===== src/rtl/egi_pkg.sv =====
package egi_pkg;
  localparam int DIV_W     = 10;
  localparam int TICK_LOG2 = 7;
  localparam int PACE_LOG2 = 10;
  localparam int ACC_W     = 10;
  localparam int BAR_W     = 5;
  localparam int N_TAPS    = 2;

  typedef enum int { TAP_TICK = 0, TAP_PACE = 1 } tap_e;
endpackage


===== src/rtl/egi_sync.sv =====
module egi_sync (
  input  logic clk,
  input  logic rst_n,
  input  logic async_i,
  output logic sync_o
);
  logic s1_q, s2_q;
  logic [1:0] warm_q;

  always_ff @(posedge clk or negedge rst_n) begin
    if (!rst_n) begin
      s1_q <= 1'b0;
      s2_q <= 1'b0;
    end else begin
      s1_q <= async_i;
      s2_q <= s1_q;
    end
  end

  // cycles since reset, saturating at 2, for the latency check only
  always_ff @(posedge clk or negedge rst_n) begin
    if (!rst_n) warm_q <= 2'd0;
    else if (warm_q != 2'd2) warm_q <= warm_q + 2'd1;
  end

  assign sync_o = s2_q;

  // two-edge latency from the raw input to the enable
  p_latency_r5: assert property (@(posedge clk) disable iff (!rst_n)
    (warm_q == 2'd2) |-> (sync_o == $past(async_i, 2)));
endmodule


===== src/rtl/egi_divider.sv =====
module egi_divider #(
  parameter int DIV_W     = egi_pkg::DIV_W,
  parameter int TICK_LOG2 = egi_pkg::TICK_LOG2,
  parameter int PACE_LOG2 = egi_pkg::PACE_LOG2
) (
  input  logic clk,
  input  logic rst_n,
  input  logic clr_i,
  output logic tick_o,
  output logic pace_o
);
  import egi_pkg::*;

  localparam int TAP_LG [N_TAPS] = '{TICK_LOG2, PACE_LOG2};

  logic [DIV_W-1:0] phase_q;
  logic [N_TAPS-1:0] tap_hit;

  function automatic logic low_bits_full(input logic [DIV_W-1:0] ph, input int lg);
    logic [DIV_W-1:0] mask;
    mask = DIV_W'((64'd1 << lg) - 64'd1);
    return (ph & mask) == mask;
  endfunction

  always_ff @(posedge clk or negedge rst_n) begin
    if (!rst_n)      phase_q <= '0;
    else if (clr_i)  phase_q <= '0;
    else             phase_q <= phase_q + 1'b1;
  end

  for (genvar g = 0; g < N_TAPS; g++) begin : g_tap
    assign tap_hit[g] = rst_n && low_bits_full(phase_q, TAP_LG[g]);
  end

  assign tick_o = tap_hit[TAP_TICK];
  assign pace_o = tap_hit[TAP_PACE];

  // the count tick is a single-cycle pulse
  p_tick_pulse_r2: assert property (@(posedge clk) disable iff (!rst_n)
    (tick_o && !clr_i) |=> !tick_o);
  // pacing pulse is single-cycle and coincides with a tick
  p_pace_pulse_r3: assert property (@(posedge clk) disable iff (!rst_n)
    (pace_o && !clr_i) |=> !pace_o);
  p_pace_on_tick_r3: assert property (@(posedge clk) disable iff (!rst_n)
    pace_o |-> tick_o);
endmodule


===== src/rtl/egi_accum.sv =====
module egi_accum #(
  parameter int ACC_W = egi_pkg::ACC_W
) (
  input  logic             clk,
  input  logic             rst_n,
  input  logic             clr_i,
  input  logic             tick_i,
  input  logic             en_i,
  output logic [ACC_W-1:0] acc_o
);
  localparam logic [ACC_W-1:0] FULL = '1;

  logic [ACC_W-1:0] acc_q;
  logic             step;

  function automatic logic [ACC_W-1:0] bump(input logic [ACC_W-1:0] v);
    return (v == FULL) ? v : v + 1'b1;
  endfunction

  assign step = tick_i && en_i;

  always_ff @(posedge clk or negedge rst_n) begin
    if (!rst_n)      acc_q <= '0;
    else if (clr_i)  acc_q <= '0;
    else if (step)   acc_q <= bump(acc_q);
  end

  assign acc_o = acc_q;

  // advance by one on a qualified tick below full scale
  p_inc_r4: assert property (@(posedge clk) disable iff (!rst_n)
    (!clr_i && tick_i && en_i && acc_o != FULL) |=> (acc_o == $past(acc_o) + 1'b1));
  // hold when not qualified
  p_hold_r4: assert property (@(posedge clk) disable iff (!rst_n)
    (!clr_i && !(tick_i && en_i)) |=> $stable(acc_o));
  // no wrap past full scale
  p_no_wrap_r6: assert property (@(posedge clk) disable iff (!rst_n)
    (!clr_i && acc_o == FULL) |=> (acc_o == FULL));
  // clear empties the accumulator
  p_clear_r7: assert property (@(posedge clk) disable iff (!rst_n)
    clr_i |=> (acc_o == '0));
endmodule


===== src/rtl/energy_integrator.sv =====
module energy_integrator #(
  parameter int DIV_W     = egi_pkg::DIV_W,
  parameter int TICK_LOG2 = egi_pkg::TICK_LOG2,
  parameter int PACE_LOG2 = egi_pkg::PACE_LOG2,
  parameter int ACC_W     = egi_pkg::ACC_W,
  parameter int BAR_W     = egi_pkg::BAR_W
) (
  input  logic             clk,
  input  logic             rst_n,
  input  logic             clr_i,
  input  logic             cmp_i,
  output logic             tick_o,
  output logic             pace_o,
  output logic [ACC_W-1:0] acc_o,
  output logic [BAR_W-1:0] bar_o
);
  localparam int BAR_LSB = ACC_W - BAR_W;

  logic cnt_en;
  logic tick_w;
  logic pace_w;
  logic [ACC_W-1:0] acc_w;

  egi_sync u_sync (
    .clk     (clk),
    .rst_n   (rst_n),
    .async_i (cmp_i),
    .sync_o  (cnt_en)
  );

  egi_divider #(
    .DIV_W     (DIV_W),
    .TICK_LOG2 (TICK_LOG2),
    .PACE_LOG2 (PACE_LOG2)
  ) u_div (
    .clk    (clk),
    .rst_n  (rst_n),
    .clr_i  (clr_i),
    .tick_o (tick_w),
    .pace_o (pace_w)
  );

  egi_accum #(.ACC_W(ACC_W)) u_acc (
    .clk    (clk),
    .rst_n  (rst_n),
    .clr_i  (clr_i),
    .tick_i (tick_w),
    .en_i   (cnt_en),
    .acc_o  (acc_w)
  );

  assign tick_o = tick_w;
  assign pace_o = pace_w;
  assign acc_o  = acc_w;
  assign bar_o  = acc_w[ACC_W-1:BAR_LSB];

  // quiet outputs while held in reset
  always_comb begin
    if (!rst_n) begin
      a_reset_r1: assert (tick_o == 1'b0 && pace_o == 1'b0 && acc_o == '0)
        else $error("reset outputs not quiet");
    end
  end
endmodule


===== config.mk =====
export PLATFORM = sky130hd
export DESIGN_NAME = energy_integrator
export DESIGN_NICKNAME = d
export VERILOG_FILES = /design/src/rtl/egi_pkg.sv /design/src/rtl/egi_sync.sv /design/src/rtl/egi_divider.sv /design/src/rtl/egi_accum.sv /design/src/rtl/energy_integrator.sv
export SDC_FILE = /design/constraint.sdc
export NUM_CORES = 1
export LEC_CHECK = 0
export BUFFER_PORTS_ARGS = -buffer_cell sky130_fd_sc_hd__buf_2
export CORE_UTILIZATION = 35
export CTS_BUF_LIST = sky130_fd_sc_hd__clkbuf_16
export CTS_CLUSTER_SIZE = 30
export DETAILED_ROUTE_END_ITERATION = 10
export PLACE_DENSITY = 0.52
export SETUP_SLACK_MARGIN = 0.15
export SLEW_MARGIN = 20
export SYNTH_ARGS = -nofsm -noshare
export SYNTH_HDL_FRONTEND = slang
export SYNTH_SLANG_ARGS = --single-unit

===== constraint.sdc =====
create_clock -name clk -period 2 [get_ports clk]
set_input_delay 0.3 -clock clk [delete_from_list [all_inputs] [get_ports clk]]
set_output_delay 0.3 -clock clk [all_outputs]
set_load 0.01 [all_outputs]

==> run metrics, run 1 <==
post-synthesis async set-or-reset flop share=1.00; share of the yosys chip area belonging to registers=0.491; startpoint of the worst-slack reg-to-reg timing path=u_div.phase_q[1]; critical path buffer and inverter count=1; I/O pins=21; setup violators final=0; critical path's slowest cell=dfrtp_1; area of the core region=between 3000 and 4000 um2; startpoint of the most critical setup path=u_div.phase_q[1]; final worst setup slack=~0.23 ns; TritonCTS clock tree=yes; horizontal die dimension=between 50 and 60 um; largest net degree at the start of global routing=22; hold slack final=0.0144 ns; endpoint type of the worst setup path=primary output; total power density per cell area=around 670 nW/um2; Port Buffers=20; aggregate global routing overflow=0; Synth Register Bits=22; leading cell types in the layout, fill and taps excluded=21 x dfrtp_1, 20 x buf_2, 14 x nor2_1, 7 x a21oi_1, 6 x nand3_1; worst slew margin relative to its limit=0.719; Routed Antenna Nets=0; synthesized netlist net count=120; distinct cell type count of the synthesized netlist=31; end-of-flow core utilization=0.445; post-route clock skew=roughly 0.0024 ns; total routing usage reported by global routing=0.152; prevailing post-synth register cell=dfrtp_1; unrepaired setup endpoints after global routing=false; reg-to-reg slack, setup=0.24 ns; Placed Cells incl. Taps=174; most common cell after layout, fill and taps aside=dfrtp_1; first-pass detailed-route iteration total=4; Vias per Instance=~5.1; number of hold violations in the final report=0; Clock Sink Count=22; clock-pin slew on the worst setup and hold paths=roughly 0.060 ns; static leakage=around 0.60 nW; syn avg cell area=9.84 um2; layout cell share with drive strength beyond 1=0.254; drt first-iter violations=34; worst stage delay on the critical path=0.40 ns; insertion delay of the later-clocked pin in the worst-skew pair=0.25 ns; synthesized cell area=between 1000 and 1500 um2; Worst Max-Slew Pin Slew=0.420 ns; GPL Wtd Cong=roughly 0.73; Final Cycle Share=0.885; number of setup buffers added after CTS=0; Root Driver=clkbuf_16; data arrival at the endpoint of the critical path=1.47 ns; area delta synth->final=21.1%; fillcell total=approximately 300; synthesized instance count=114; DIE AREA=between 3000 and 4000 um2; Std-Cell Rows=20; post-layout net count=around 140; Hold Crit Class=in -> async; total negative setup slack=0 ns; count of pins over their slew limit=0; maxcap violations=0; startpoint type of the worst setup path=flip-flop; diode count=0; minimum period implied by the final worst setup slack=1.77 ns; vias in the first global route=between 800 and 900; ordered cell list for the critical path=ha_4, nand4_4, nor3_2, and4_1, buf_2; initial standard-cell utilization of the core=0.368; htree depth=1; total number of vias=~910; Routed WL=roughly 2300 um; maximum fanout along the worst path=6; initial antenna violation count=0; Avg WL per Cell=12.9 um; vertical extent of the die=about 59 um; Max IR drop VDD=0.271 mV; crit path kind=reg -> out; clock buffers created by TritonCTS=3; synth warn=0; outcome=complete, no violations; DRC=0; Max Root-Sink Buffers=2; number of synthesized flops with an enable pin=0; post-DP HPWL=between 1500 and 2000 um; required time at the endpoint of the critical path=roughly 1.7 ns; first-pass GRT wire length=slightly below 4000 um; family with the most delay on the worst path=simple AND/OR/NAND/NOR gates; number of non-filler instances in the completed layout=178; Place WS=between 0.1 and 0.15 ns; maximum clock frequency=0.565 GHz
==> synth_stat cells (2+ instances only) <==
cell type  count  share of area
a21oi_1        7          0.031
o21ai_0        3          0.013
nand3_1        6          0.027
xnor2_1        5          0.039
or3_1          3          0.017
nor3_1         5          0.022
nand4_1        3          0.017
or4_1          4          0.027
a211oi_1       2          0.013
ha_1           2          0.022
clkbuf_1       3          0.010
xor2_1         2          0.016
inv_1          4          0.013
dfrtp_1       22           0.49
nand2_1        5          0.017
nor2_1        14          0.047
o31ai_1        3          0.020
nor2b_1        2          0.011
a31oi_1        2          0.011
nor4_1         2          0.011
buf_4          5          0.033
==> stage by stage <==
stage          total power, mW  cell area (um2)
2_1_floorplan            0.479             1120
3_3_place_gp             0.498             1250
3_5_place_dp             0.499             1250
4_1_cts                  0.918             1350
5_1_grt                  0.943             1360
6_report                 0.914             1360
==> logic make-up after synthesis <==
logic type      after synthesis  share of synthesized area
mux                           1                     0.0100
fa+ha+maj                     2                     0.0223
compound gates               18                     0.0970
xor+xnor                      7                     0.0546
flops                        22                      0.491
simple gates                 51                      0.259
buf+inv                      13                     0.0669
==> worst register-to-register path, stage by stage (launching register included) <==
cell and delay (ns):
dfrtp_1 0.40, ha_4 0.18, nand4_4 0.12, or2_4 0.31, or3_1 0.36, mux2_2 0.28
==> worst paths after layout <==
kind	end	depth (start not counted)
min reg2reg	u_sync.sync_o	0
min	u_acc.acc_o[2]	2
min in group clk	u_sync.s1_q	1
max in group asynchronous	u_div.phase_q[8]	3
max	pace_o	5
max reg2reg	u_acc.acc_o[2]	5
==> power by group <==
group | total [mW] | leakage, nW | switching (mW) | internal (mW)
Clock | 0.418 | 0.0370 | 0.154 | 0.264
Sequential | 0.460 | 0.299 | 0.00797 | 0.452
Combinational | 0.0359 | 0.264 | 0.0221 | 0.0138
==> per-layer routing <==
metal | vias to the layer above | share of wire | global-route usage
met5 | - | 0 | 0
li1 | 444 | - | -
met4 | 0 | 0.022 | 0.0986
met1 | 441 | 0.46 | 0.170
met2 | 18 | 0.49 | 0.266
met3 | 5 | 0.024 | 0.0264
==> flip-flops by register name (all words and copies together) (netlist names) <==
name	flops
u_sync.s1_q	1
u_div.phase_q	10
u_acc.acc_o	10
u_sync.sync_o	1
==> layout make-up <==
class,count,area (um2),share of cell area
Inverter,4,15.0,0.0110
Tap cell,44,55.1,0.0405
Timing Repair Buffer,26,148,0.109
Clock buffer,3,75.1,0.0552
Sequential cell,22,552,0.406
Multi-Input combinational cell,79,514,0.378
==> repair_timing <==
action                                  in CTS  in global routing
hold buffers                                 1                  0
endpoints found under the hold margin        9                  0
resized for setup                            2                  2
endpoints found under the setup margin       5                  6
pin swaps                                    0                  1
(Power assumes the default switching activity.)
==> run 2, diff against run 1 <==
PLACE_DENSITY = 0.57   (was 0.52)
==> run 2 against run 1 <==
- global-route usage is 0.16 points higher
- clock skew shrank 0.00098 ns
- utilization is 1.6 points higher
- hold slack gained 0.020 ns
- sequential power about the same
- critical path depth unchanged
- combinational power grew 9.2%
- power increased by 16%
- sequential share of layout area fell by 1.5 points
- register-to-register slack about the same
==> run metrics, run 2 (synthesized netlist as in run 1, its figures left out) <==
worst slew margin relative to its limit=0.745 (+0.0256); drt first-iter violations=30 (-12%); vertical extent of the die=58.6 um (unchanged); post-route clock skew=0.00142 ns (-0.000977 ns); htree depth=1 (unchanged); leading cell types in the layout, fill and taps excluded=22 x dfrtp_1, 20 x buf_2, 14 x nor2_1, 7 x a21oi_1, 7 x buf_4; initial antenna violation count=0 (unchanged); endpoint type of the worst setup path=flip-flop; post-DP HPWL=1610 um (+1.6%); Clock Sink Count=22 (unchanged); initial standard-cell utilization of the core=0.368 (unchanged); data arrival at the endpoint of the critical path=1.90 ns (+0.43 ns); total routing usage reported by global routing=0.154 (+0.00159); maximum fanout along the worst path=10 (+4); first-pass GRT wire length=3860 um (unchanged); post-layout net count=144 (+1.4%); I/O pins=21 (unchanged); maxcap violations=0 (unchanged); area delta synth->final=25.5%; maximum clock frequency=0.570 GHz (+0.81%); most heavily used metal layer in global routing=met2; crit path kind=reg -> reg; clock-pin slew on the worst setup and hold paths=0.06 ns (about the same); vias in the first global route=871 (-2.7%); DRC=0 (unchanged); GPL Wtd Cong=0.819 (+11%); Max IR drop VDD=0.292 mV (+7.6%); DIE AREA=3440 um2 (unchanged); minimum period implied by the final worst setup slack=1.76 ns (-0.0143 ns); Port Buffers=20 (unchanged); aggregate global routing overflow=0 (unchanged); layout cell share with drive strength beyond 1=0.263 (+0.00904); TritonCTS clock tree=yes; Routed Antenna Nets=0 (unchanged); met2 track demand over resource=0.240 (-0.0263); Routed WL=2300 um (about the same); diode count=0 (unchanged); Final Cycle Share=0.878 (-0.00713); startpoint type of the worst setup path=flip-flop; first-pass detailed-route iteration total=4 (unchanged); static leakage=0.631 nW (+5.3%); count of pins over their slew limit=0 (unchanged); met3 usage in global routing=0.0264 (unchanged); Vias per Instance=5.02 (-1.5%); required time at the endpoint of the critical path=2.14 ns (+0.44 ns); total power density per cell area=753 nW/um2 (+12%); total negative setup slack=0 ns (unchanged); most common cell after layout, fill and taps aside=dfrtp_1; horizontal die dimension=58.6 um (unchanged); Max Root-Sink Buffers=2 (unchanged); Root Driver=clkbuf_16; area of the core region=3050 um2 (unchanged); Hold Crit Class=in -> async; hold slack final=0.0346 ns (+0.0202 ns); total number of vias=909 (+0.11%); Worst Max-Slew Pin Slew=0.383 ns (-0.0371 ns); number of hold violations in the final report=0 (unchanged); Design Power=1.06 mW (+16%); insertion delay of the later-clocked pin in the worst-skew pair=0.26 ns (about the same); unrepaired setup endpoints after global routing=false; largest net degree at the start of global routing=22 (unchanged); met1 track demand over resource=0.192 (+0.0215); Std-Cell Rows=20 (unchanged); clock buffers created by TritonCTS=3 (unchanged); setup violators final=0 (unchanged); outcome=complete, no violations; Avg WL per Cell=12.7 um (-1.7%)
run 2: cell count changes in the layout (fill, tap and decap cells not counted):
cell / before / now
nor3_4: 0 / 1
dfrtp_1: 21 / 22
nor3_2: 1 / 0
buf_4: 5 / 7
bufinv_16: 0 / 1
dfrtp_2: 1 / 0
run 2: metrics by stage:
stage | area, um2 | setup WS (ns) | util | cells
after floorplan | 1120 | 0.187 | - | 114
after global placement | 1250 | 0.186 | 0.411 | 174
after detailed placement | 1250 | 0.138 | 0.411 | 174
after CTS | 1380 | 0.155 | 0.451 | 179
after global routing | 1410 | 0.168 | 0.461 | 181
final | 1410 | 0.244 | 0.461 | 181
run 2: worst paths after layout:
kind | slack (ns) | start | depth (start not counted) | to
worst max-delay path | 0.24 | u_div.phase_q[1] | 5 | u_acc.acc_o[2]
worst min-delay path | 0.03 | rst_n | 2 | u_acc.acc_o[4]
worst max register to register | 0.24 | u_div.phase_q[1] | 5 | u_acc.acc_o[2]
worst min register to register | 0.35 | u_sync.s1_q | 0 | u_sync.sync_o
max in group asynchronous | 1.13 | rst_n | 3 | u_div.phase_q[6]
min in group clk | 0.15 | cmp_i | 1 | u_sync.s1_q
run 2: layout make-up:
type | count | area (um2)
fill | 305 | 1640
clock inverter | 1 | 30.0
sequential | 22 | 551
multi-input combinational | 79 | 520
tap | 44 | 55.1
timing repair buffer | 28 | 163
inverter | 4 | 15.0
clock buffer | 3 | 75.1
run 2: timing repair:
action                                  4_1_cts  5_1_grt
resized for setup                             2        2
setup buffers                                 0        2
cloned                                        0        0
pin swaps                                     0        1
hold buffers                                  1        0
endpoints found under the setup margin        5        6
hold endpoints to repair                      7        0
run 2: routing by layer:
metal	wire length, um	part of all wire
met5	0	0
met4	59	0.026
met3	75	0.033
met2	1070	0.46
met1	1100	0.48
run 2: worst max-delay path, cell delays in order, from the launching register on:
cell and delay [ns]:
dfrtp_1 0.40, ha_4 0.18, nand4_4 0.12, or2_4 0.30, or3_1 0.36, mux2_2 0.27
run 2: power by group:
group          internal (mW)  leakage, nW  switching, mW
Sequential             0.452        0.300        0.00721
Combinational         0.0156        0.280         0.0236
Clock                  0.398       0.0511          0.165
Total                  0.865        0.631          0.196
